--- src/rtl/spi_stage_pkg.sv ---
package spi_stage_pkg;

   typedef enum logic [2:0] {
      ST_IDLE,
      ST_ACT,
      ST_PH1,
      ST_PH2,
      ST_REL_CS,
      ST_REL_SCK,
      ST_REL_DLY
   } stage_e;

   function automatic int max_of(input int a, input int b);
      return (a > b) ? a : b;
   endfunction

endpackage

--- src/rtl/spi_stage_timer.sv ---
module spi_stage_timer #(
   parameter int CW = 8
) (
   input  logic          clk,
   input  logic          rst_n,
   input  logic          restart,
   output logic [CW-1:0] count
);
   always_ff @(posedge clk or negedge rst_n) begin
      if (!rst_n)
         count <= '0;
      else if (restart)
         count <= '0;
      else if (count != {CW{1'b1}})
         count <= count + 1'b1;
   end
endmodule

--- src/rtl/spi_stage_shifter.sv ---
module spi_stage_shifter #(
   parameter int BW = 8
) (
   input  logic          clk,
   input  logic          rst_n,
   input  logic          load,
   input  logic [BW-1:0] load_byte,
   input  logic          load_en,
   input  logic          step,
   input  logic          sdi,
   output logic          tx_msb,
   output logic [BW-1:0] rx_next
);
   logic [BW-1:0] tx_q;
   logic [BW-1:0] rx_q;

   always_ff @(posedge clk or negedge rst_n) begin
      if (!rst_n) begin
         tx_q <= '0;
         rx_q <= '0;
      end else if (load) begin
         tx_q <= load_en ? load_byte : '0;
         rx_q <= '0;
      end else if (step) begin
         tx_q <= {tx_q[BW-2:0], 1'b0};
         rx_q <= rx_next;
      end
   end

   assign tx_msb  = tx_q[BW-1];
   assign rx_next = {rx_q[BW-2:0], sdi};
endmodule

--- src/rtl/spi_stage_csdec.sv ---
module spi_stage_csdec #(
   parameter int CS_W     = 4,
   parameter int CS_IDX_W = 2
) (
   input  logic                enable,
   input  logic [CS_IDX_W-1:0] idx,
   output logic [CS_W-1:0]     mask
);
   for (genvar i = 0; i < CS_W; i++) begin : g_line
      assign mask[i] = enable && (idx == CS_IDX_W'(i));
   end
endmodule

--- src/rtl/spi_stage_master.sv ---
module spi_stage_master
   import spi_stage_pkg::*;
#(
   parameter int CS_W      = 4,
   parameter int SETUP_CYC = 2,
   parameter int HOLD_CYC  = 2,
   parameter int DLY_W     = 8,
   localparam int CS_IDX_W = (CS_W > 1) ? $clog2(CS_W) : 1
) (
   input  logic                clk,
   input  logic                rst_n,
   input  logic                req_valid,
   output logic                req_ready,
   input  logic [7:0]          req_tx,
   input  logic                req_tx_en,
   input  logic                req_cpha,
   input  logic                req_cs_en,
   input  logic [CS_IDX_W-1:0] req_cs_idx,
   input  logic                req_begin,
   input  logic                req_end,
   input  logic [DLY_W-1:0]    desel_dly,
   output logic                rx_valid,
   output logic [7:0]          rx_byte,
   input  logic                sdi,
   output logic                pin_own,
   output logic                sck,
   output logic                sck_oe,
   output logic                sdo,
   output logic                sdo_oe,
   output logic [CS_W-1:0]     cs_sel,
   output logic [CS_W-1:0]     cs_oe
);
   localparam int BW   = 8;
   localparam int TW   = $clog2(max_of(SETUP_CYC, HOLD_CYC) + 1);
   localparam int CW   = DLY_W + TW;
   localparam logic [CW-1:0] SETUP_LAST = CW'(SETUP_CYC - 1);
   localparam logic [CW-1:0] HOLD_LAST  = CW'(HOLD_CYC - 1);

   if (CS_W < 2) begin : g_bad_cs
      $error("CS_W must be at least 2");
   end
   if (SETUP_CYC < 1) begin : g_bad_setup
      $error("SETUP_CYC must be at least 1");
   end
   if (HOLD_CYC < 1) begin : g_bad_hold
      $error("HOLD_CYC must be at least 1");
   end
   if (DLY_W < 1) begin : g_bad_dly
      $error("DLY_W must be at least 1");
   end

   stage_e            state, state_nxt;
   logic              active_q, cpha_q, end_q, sdo_last_q;
   logic [CS_W-1:0]   mask_q, dec_mask;
   logic [2:0]        bit_q;
   logic [DLY_W-1:0]  dly_q;
   logic [CW-1:0]     cnt;
   logic              accept, setup_done, hold_done, dly_done, last_bit;
   logic              step, tx_msb, releasing, sck_off;
   logic [BW-1:0]     rx_next;

   assign req_ready  = (state == ST_IDLE);
   assign accept     = req_valid && req_ready;
   assign setup_done = (cnt == SETUP_LAST);
   assign hold_done  = (cnt == HOLD_LAST);
   assign dly_done   = ((cnt + 1'b1) == {{TW{1'b0}}, dly_q});
   assign last_bit   = (bit_q == 3'd0);
   assign step       = (state == ST_PH2) && hold_done;

   spi_stage_timer #(.CW(CW)) u_timer (
      .clk     (clk),
      .rst_n   (rst_n),
      .restart (state_nxt != state),
      .count   (cnt)
   );

   spi_stage_shifter #(.BW(BW)) u_shift (
      .clk       (clk),
      .rst_n     (rst_n),
      .load      (accept),
      .load_byte (req_tx),
      .load_en   (req_tx_en),
      .step      (step),
      .sdi       (sdi),
      .tx_msb    (tx_msb),
      .rx_next   (rx_next)
   );

   spi_stage_csdec #(.CS_W(CS_W), .CS_IDX_W(CS_IDX_W)) u_csdec (
      .enable (req_cs_en && req_begin),
      .idx    (req_cs_idx),
      .mask   (dec_mask)
   );

   always_comb begin
      state_nxt = state;
      unique case (state)
         ST_IDLE:    if (accept) state_nxt = active_q ? ST_PH1 : ST_ACT;
         ST_ACT:     state_nxt = ST_PH1;
         ST_PH1:     if (setup_done) state_nxt = ST_PH2;
         ST_PH2:     if (hold_done) begin
                        if (!last_bit)  state_nxt = ST_PH1;
                        else if (end_q) state_nxt = ST_REL_CS;
                        else            state_nxt = ST_IDLE;
                     end
         ST_REL_CS:  if (hold_done) state_nxt = ST_REL_SCK;
         ST_REL_SCK: state_nxt = (dly_q == '0) ? ST_IDLE : ST_REL_DLY;
         ST_REL_DLY: if (dly_done) state_nxt = ST_IDLE;
         default:    state_nxt = ST_IDLE;
      endcase
   end

   always_ff @(posedge clk or negedge rst_n) begin
      if (!rst_n) begin
         state      <= ST_IDLE;
         active_q   <= 1'b0;
         cpha_q     <= 1'b0;
         mask_q     <= '0;
         end_q      <= 1'b0;
         bit_q      <= '0;
         dly_q      <= '0;
         sdo_last_q <= 1'b0;
         rx_valid   <= 1'b0;
         rx_byte    <= '0;
      end else begin
         state    <= state_nxt;
         rx_valid <= step && last_bit;
         if (accept) begin
            end_q <= req_end;
            dly_q <= desel_dly;
            bit_q <= 3'd7;
            if (!active_q) begin
               active_q   <= 1'b1;
               cpha_q     <= req_cpha;
               mask_q     <= dec_mask;
               sdo_last_q <= 1'b0;
            end
         end
         if (step) begin
            bit_q      <= bit_q - 1'b1;
            sdo_last_q <= tx_msb;
            if (last_bit) rx_byte <= rx_next;
         end
         if ((state == ST_REL_SCK || state == ST_REL_DLY) && state_nxt == ST_IDLE)
            active_q <= 1'b0;
      end
   end

   assign releasing = (state == ST_REL_CS) || sck_off;
   assign sck_off   = (state == ST_REL_SCK) || (state == ST_REL_DLY);

   always_comb begin
      pin_own = active_q;
      sdo_oe  = active_q;
      sck_oe  = active_q && !sck_off;
      cs_oe   = active_q ? mask_q : '0;
      cs_sel  = (active_q && !releasing) ? mask_q : '0;
      sck     = active_q ? ((state == ST_PH1) ? cpha_q : !cpha_q) : 1'b0;
      if (state == ST_PH1 || state == ST_PH2) sdo = tx_msb;
      else                                     sdo = active_q && sdo_last_q;
   end

   p_cs_onehot_r6: assert property (@(posedge clk) disable iff (!rst_n)
      $onehot0(cs_sel) && $onehot0(cs_oe));

   p_cs_in_oe_r6: assert property (@(posedge clk) disable iff (!rst_n)
      (cs_sel & ~cs_oe) == '0);

   p_sdo_hold_r3: assert property (@(posedge clk) disable iff (!rst_n)
      (state == ST_PH2) |-> $stable(sdo));

   p_rx_pulse_r4: assert property (@(posedge clk) disable iff (!rst_n)
      rx_valid |=> !rx_valid);

   p_sck_held_r9: assert property (@(posedge clk) disable iff (!rst_n)
      (state == ST_REL_CS && $past(state) == ST_PH2) |-> ($stable(sck) && sck_oe));

   p_sckoe_after_cs_r9: assert property (@(posedge clk) disable iff (!rst_n)
      ($fell(sck_oe) && pin_own) |-> (cs_sel == '0 && $past(cs_sel) == '0));

   p_own_after_sckoe_r9: assert property (@(posedge clk) disable iff (!rst_n)
      $fell(pin_own) |-> $past(!sck_oe));

   p_ready_quiet_r10: assert property (@(posedge clk) disable iff (!rst_n)
      (req_ready && !pin_own) |-> (!sck_oe && cs_oe == '0 && !sdo_oe));
endmodule

--- config.mk ---
export PLATFORM = sky130hd
export DESIGN_NAME = spi_stage_master
export DESIGN_NICKNAME = d
export VERILOG_FILES = /design/src/rtl/spi_stage_pkg.sv /design/src/rtl/spi_stage_timer.sv /design/src/rtl/spi_stage_shifter.sv /design/src/rtl/spi_stage_csdec.sv /design/src/rtl/spi_stage_master.sv
export SDC_FILE = /design/constraint.sdc
export NUM_CORES = 1
export LEC_CHECK = 0
export BUFFER_PORTS_ARGS = -buffer_cell sky130_fd_sc_hd__buf_4
export CAP_MARGIN = 20
export CORE_MARGIN = 2
export CORE_UTILIZATION = 50
export CTS_BUF_LIST = sky130_fd_sc_hd__clkbuf_2 sky130_fd_sc_hd__clkbuf_4 sky130_fd_sc_hd__clkbuf_8
export CTS_CLUSTER_DIAMETER = 100
export DETAILED_ROUTE_END_ITERATION = 7
export HOLD_SLACK_MARGIN = 0.12
export PLACE_DENSITY = 0.72
export SYNTH_ARGS = -nofsm -noshare
export SYNTH_HDL_FRONTEND = slang
export SYNTH_HIERARCHICAL = 1
export SYNTH_SLANG_ARGS = --single-unit
--- constraint.sdc ---
create_clock -name clk -period 3.2 [get_ports clk]
set_input_delay 0.96 -clock clk [delete_from_list [all_inputs] [get_ports clk]]
set_output_delay 0.96 -clock clk [all_outputs]
set_load 0.01 [all_outputs]
==> impl_metrics.py, run 1 <==
metrics = {
    "status": {
        "status": "complete, no violations",
    },
    "logic_synthesis": {
        "synth_xor_area_share_pct": 3.069,
        "syn-cell-area_sq_mm": 0.003139,
        "synth.distinct_cells": 58,
        "yosysSeqAreaShare_pct": 44.64,
        "synth_common_cells": "dfrtp_1 (56), mux2_2 (25), mux2i_1 (17), nand2_1 (15), nor2_1 (15)",
        "synth-main-ff-cell": "dfrtp_1",
        "synthMuxAreaShare_pct": 14.87,
        "synth.net_count": 320,
        "yosysTopAreaCell": "dfrtp_1",
        "yosysMostFrequentCell": "dfrtp_1",
        "synth_edf_count": 0,
        "postSynth.asyncResetShare_pct": 100.0,
        "synth_fa_ha_area_share_pct": 1.993,
        "synth_seq_cells": 56,
        "synth_top_family_by_area": "simple AND/OR/NAND/NOR gates",
        "ys.warnings.count": 6,
        "synth-simple-area-share_pct": 20.05,
        "synth.top_cell.area_share_pct": 44.64,
        "synth_cells": 288,
        "synth_compound_area_share_pct": 10.48,
        "synth.avg_cell_area_sq_um": 10.90,
        "ys_top_cells_by_area": "dfrtp_1 (45%), mux2_2 (9.0%), mux2i_1 (5.4%), and2_1 (2.0%), ha_1 (2.0%)",
    },
    "clock_network": {
        "clk_pin_slew_ns": 0.10,
        "cts_root_buf": "clkbuf_8",
        "htreeDepth": 2,
        "clock_sinks": 56,
        "cts_buffers": 5,
        "post_cts_buffers": 0,
        "clock_latency_ns": 0.31,
        "tritoncts": "done",
        "cts.path.max_buffers": 2,
    },
    "timing": {
        "fmax_mhz": 357.9,
        "worst_pin_slew_ns": 0.7135,
        "fin_ws_ns": 0.4058,
        "rsz0062_at_grt": "no",
        "relSlewSlack_pct": 52.08,
        "fin_skew_ns": 0.006684,
        "post-route-period-util_pct": 87.32,
        "slew_violations": 0,
        "finalHoldViolCount": 0,
        "finalSetupViolCount": 0,
        "fin_crit_ns": 2.794,
        "fin_setup_tns_ns": 0,
    },
    "place": {
        "dpl.hpwl_um": 4053,
        "gp_congestion": 0.8487,
        "port_buffers": 49,
        "dp_slack_ns": 0.2993,
    },
    "global_routing": {
        "antenna_found_initial": 0,
        "grt_pass1_wl_um": 10430,
        "grt_overflow": 0,
        "grt_max_degree": 57,
        "grt_pass1_vias": 2242,
        "track_usage_pct": 17.95,
    },
    "critical_path": {
        "crit_path_top_delay_cell": "dfrtp_1",
        "cp_top_family": "compound AO/OA/AOI/OAI gates",
        "crit_buf_inv": 0,
        "reg2regPathDepth": 9,
        "crit_cells": 9,
        "max_stage_delay_ns": 0.55,
        "cp_cell_sequence": "ha_1 > and4_2 > nand2_1 > nor4b_1 > o21ai_0 > o31ai_1 > o311a_2 > nor2_1 > mux2_4",
        "crit_end": "u_timer/count[0]",
        "crit_arrival_ns": 3.00,
        "crit_fanout": 14,
        "r2r_setup_slack_ns": 0.41,
        "crit_type": "flip-flop to flip-flop",
        "reg2reg_from": "u_timer/count[0]",
        "rr_endpoint": "u_timer/count[0]",
        "cp.required_ns": 3.40,
        "worstSetupEndpointType": "flip-flop",
        "startpoint": "u_timer/count[0]",
        "worst_setup_path_start_kind": "flip-flop",
    },
    "floorplanning": {
        "initial_core_util_pct": 52.40,
        "dieWidth_um": 83.24,
        "die-area_sq_mm": 0.006928,
        "rows": 28,
        "pin_count": 50,
        "die_y_um": 83.24,
        "core_region_area_sq_mm": 0.005991,
    },
    "drt": {
        "drtIter0Drc": 114,
        "dr_wl_met2_um": 2765,
        "drtPass1Iterations": 4,
        "ant_nets": 0,
        "wirelength_um": 5895,
        "wl_per_cell_um": 14.66,
        "wl_met3_um": 299,
        "routed_via_density": 5.699,
        "drc": 0,
        "vias": 2291,
        "drt-met1-wl_um": 2821,
        "route.top_layer_used": "met4",
    },
    "power_and_ir_drop": {
        "peakVddDrop_mv": 0.3007,
        "power.leakage_nw": 1.593,
        "power_density_mw_per_mm2": 320.0,
    },
    "cells_and_area": {
        "regArea_sq_mm": 0.001401,
        "fillers": 516,
        "areaGrowthSynthToFinish_pct": 13.83,
        "nNetsFinal": 358,
        "multi_input_area_sq_mm": 0.001585,
        "layout-drive-gt1-share_pct": 29.97,
        "diodes": 0,
    },
    "hold_path": {
        "hold_path.class": "flip-flop to flip-flop",
    },
    "flow_run": {
        "max_cap_viol_count": 0,
    },
}
-- flip-flops by register name, indices dropped and copies added (netlist names) --
register	count
u_shift/tx_q	8
end_q	1
rx_valid	1
cpha_q	1
rx_byte	8
sdo_last_q	1
u_shift/rx_q	7
bit_q	3
u_timer/count	10
state	3
dly_q	8
pin_own	1
mask_q	4
-- placed cells by master, fill, tap and decap left out, types with 6 or more instances in the layout --
cell type / count
o21ai_0: 7
nand3_1: 7
nor2_1: 15
nor2b_1: 6
nand2b_1: 6
a31oi_1: 6
nor3_1: 12
buf_4: 51
dfrtp_1: 56
mux2_2: 25
mux2i_1: 17
a21oi_1: 7
and2_1: 10
nand2_1: 15
xnor2_1: 6
-- routing by layer --
layer / track usage, % / vias to the layer above
li1: - / 1128
met1: 25.52 / 1101
met2: 28.59 / 60
met3: 4.374 / 2
met4: 2.683 / 0
met5: 0 / -
-- how the worst min path moves through the flow --
stage               startpoint        to  slack, ns  cells past startpoint
finish                bit_q[0]  bit_q[0]       0.48                      1
global route          bit_q[0]  bit_q[0]       0.52                      1
CTS                   bit_q[0]  bit_q[0]       0.48                      1
detailed placement    bit_q[0]  bit_q[0]       0.47                      1
global placement      bit_q[0]  bit_q[0]       0.46                      1
floorplan             bit_q[2]  bit_q[2]       0.44                      1
-- final cells by class --
| class | count | share of cell area [%] |
|---|---|---|
| Inverter | 5 | 0.5252 |
| Clock buffer | 5 | 1.926 |
| Multi-Input combinational cell | 207 | 44.36 |
| Clock inverter | 3 | 0.6303 |
| Tap cell | 75 | 2.626 |
| Sequential cell | 56 | 39.22 |
| Timing Repair Buffer | 51 | 10.71 |
-- cells by family (layout without fill, tap and decap cells) --
logic type | Yosys count | in the layout
XOR/XNOR | 11 | 11
flip-flops | 56 | 56
buffers and inverters | 25 | 64
adder cells (fa/ha/maj) | 5 | 5
multiplexers | 43 | 43
AO/OA/AOI/OAI | 46 | 46
AND/OR/NAND/NOR | 102 | 102
-- metrics by stage --
stage | total power [mW] | hold WS, ns | cells | util [%] | area (sq um)
finish | 1.144 | 0.4754 | 402 | 59.65 | 3573
detailed placement | 0.7643 | 0.4675 | 394 | 58.10 | 3481
CTS | 1.161 | 0.4798 | 402 | 59.63 | 3572
global placement | 0.7635 | 0.4593 | 394 | 58.10 | 3481
global route | 1.203 | 0.5176 | 402 | 59.65 | 3573
floorplan | 0.7249 | 0.4404 | 288 | - | 3139
-- where the power goes --
part	internal [mW]	switching [mW]	total (mW)
logic	0.0218	0.0198	0.0416
registers	0.707	0	0.707
clock network	0.157	0.237	0.395
total	0.886	0.257	1.14
-- worst reg2reg max path: cells and delay by family (launching register included) --
family	cells	cell delay [ns]
and+or+nand+nor	4	0.65
AOI/OAI and AO/OA	3	0.96
DFF	1	0.55
adders and majority gates	1	0.27
muxes	1	0.27
-- what timing repair did --
action	in CTS	in global routing
setup endpoints to repair	0	3
resized for setup	0	1
hold buffers	0	0
(Power assumes the default switching activity.)
==> run 2: changes to the inputs <==
- CORE_ASPECT_RATIO: default -> 0.7
==> run 2 against run 1 <==
Against the previous run:
- cell area increased by 0.10%
- non-clock buffer count unchanged
- via count shrank 1.4%
- global-route usage is 0.90 points higher
- count of clock-buffer cells in the layout is the same
- final cell count rose by 0.75%
- core utilization shrank 1.5 points
- worst hold slack got worse by 0.0012 ns
- worst setup slack better by 0.042 ns
- first-iteration DRC count rose by 25%
- critical endpoint is now u_timer/count[9]
- largest cell class unchanged
==> impl_metrics.py, run 2 (synthesized netlist as in run 1, its figures left out) <==
metrics = {
    "status": {
        "status": "complete, no violations",
    },
    "cells_and_area": {
        "fin_area_sq_mm": 0.003577,
        "final_cell_mix": "dfrtp_1 (56), buf_4 (51), mux2_2 (25)",
        "nNetsFinal": 358,
        "regArea_sq_mm": 0.001401,
        "regMostFlops": "u_timer/count",
        "diodes": 0,
        "areaGrowthSynthToFinish_pct": 13.95,
        "multi_input_area_sq_mm": 0.001585,
        "layout-drive-gt1-share_pct": 29.97,
        "fillers": 529,
        "largest_register_ffs": 10,
        "layout_commonest_cell": "dfrtp_1",
        "post-route-util_pct": 58.11,
    },
    "drt": {
        "wl_per_cell_um": 14.99,
        "vias": 2259,
        "ant_nets": 0,
        "routed_via_density": 5.578,
        "drc": 0,
        "drtIter0Drc": 142,
        "drtPass1Iterations": 4,
        "wirelength_um": 6071,
    },
    "timing": {
        "fin_ws_ns": 0.4481,
        "fin_crit_ns": 2.752,
        "rsz0062_at_grt": "no",
        "fmax_mhz": 363.4,
        "fin_setup_tns_ns": 0,
        "post-route-period-util_pct": 86.00,
        "whs_ns": 0.4742,
        "worst_pin_slew_ns": 0.6999,
        "finalSetupViolCount": 0,
        "fin_skew_ns": 0.002457,
        "relSlewSlack_pct": 52.99,
        "finalHoldViolCount": 0,
        "slew_violations": 0,
    },
    "hold_path": {
        "min_path_cells": 1,
        "hp-start": "bit_q[2]",
        "hold_path.class": "flip-flop to flip-flop",
        "hold_path_end": "bit_q[2]",
    },
    "floorplanning": {
        "core_region_area_sq_mm": 0.006156,
        "die-area_sq_mm": 0.006938,
        "die_y_um": 70.30,
        "rows": 24,
        "dieWidth_um": 98.71,
        "pin_count": 50,
        "initial_core_util_pct": 51.00,
    },
    "power_and_ir_drop": {
        "power_density_mw_per_mm2": 319.8,
        "peakVddDrop_mv": 0.1489,
        "power.leakage_nw": 1.593,
    },
    "clock_network": {
        "clock_sinks": 56,
        "clock_latency_ns": 0.31,
        "cts_buffers": 5,
        "cts_root_buf": "clkbuf_8",
        "htreeDepth": 2,
        "tritoncts": "done",
        "clk_pin_slew_ns": 0.10,
        "cts.path.max_buffers": 2,
        "cts_hold_buffers": 0,
    },
    "flow_run": {
        "max_cap_viol_count": 0,
    },
    "critical_path": {
        "crit_fanout": 14,
        "crit_arrival_ns": 2.96,
        "reg2reg_from": "u_timer/count[0]",
        "r2r_setup_slack_ns": 0.45,
        "crit_type": "flip-flop to flip-flop",
        "reg2regPathDepth": 9,
        "worstSetupEndpointType": "flip-flop",
        "cp.required_ns": 3.40,
        "worst_setup_path_start_kind": "flip-flop",
        "rr_endpoint": "u_timer/count[9]",
    },
    "place": {
        "placed_area_sq_mm": 0.003485,
        "gp_congestion": 0.8722,
        "port_buffers": 49,
        "dp_slack_ns": 0.3566,
        "dpl.hpwl_um": 4236,
    },
    "global_routing": {
        "antenna_found_initial": 0,
        "grt_max_degree": 57,
        "grt_pass1_vias": 2134,
        "track_usage_pct": 18.85,
        "grt_overflow": 0,
        "grt_pass1_wl_um": 10470,
    },
}
## run 2: worst max-delay path: stages (launching register included)
cell     delay, ns
dfrtp_1       0.50
ha_1          0.29
and4_2        0.21
a221o_1       0.35
nand2_1       0.05
o21ai_0       0.10
o31ai_1       0.36
o311a_2       0.43
a21oi_1       0.08
mux2_2        0.27
## run 2: worst max-delay path by stage
| stage | start | end |
|---|---|---|
| floorplan | u_timer/count[0] | u_timer/count[0] |
| global placement | u_timer/count[0] | u_timer/count[0] |
| detailed placement | u_timer/count[0] | u_timer/count[5] |
| CTS | u_timer/count[0] | u_timer/count[5] |
| global route | u_timer/count[0] | u_timer/count[5] |
| finish | u_timer/count[0] | u_timer/count[9] |
## run 2: metrics by stage
step / power [mW] / cells
5_1_grt: 1.199 / 405
3_3_place_gp: 0.7637 / 397
6_report: 1.144 / 405
2_1_floorplan: 0.7249 / 288
3_5_place_dp: 0.7645 / 397
4_1_cts: 1.164 / 405
## run 2: where the power goes
| part | switching (mW) | internal [mW] | total (mW) |
|---|---|---|---|
| clock | 0.238 | 0.157 | 0.395 |
| combinational | 0.0200 | 0.0218 | 0.0418 |
| sequential | 0 | 0.707 | 0.707 |
## run 2: metal layers
layer,global-route usage (%),share of wire (%),routed length (um)
met5,0,0,0
met4,5.023,0.69,42
met3,4.004,6.0,362
met2,27.21,42,2538
met1,28.76,52,3128
## run 2: area by class of cell
| type | count | area share, % |
|---|---|---|
| multi-input cells | 207 | 44.32 |
| flip-flops and latches | 56 | 39.17 |
| repair buffers | 51 | 10.70 |
| well taps | 78 | 2.728 |
| clock buffers | 5 | 1.924 |
| clock inverters | 3 | 0.6296 |
| inverters | 5 | 0.5247 |
## run 2: timing repair
item,CTS,global route
buffers inserted,0,0
gates resized for setup,0,1
setup endpoints to repair,0,3
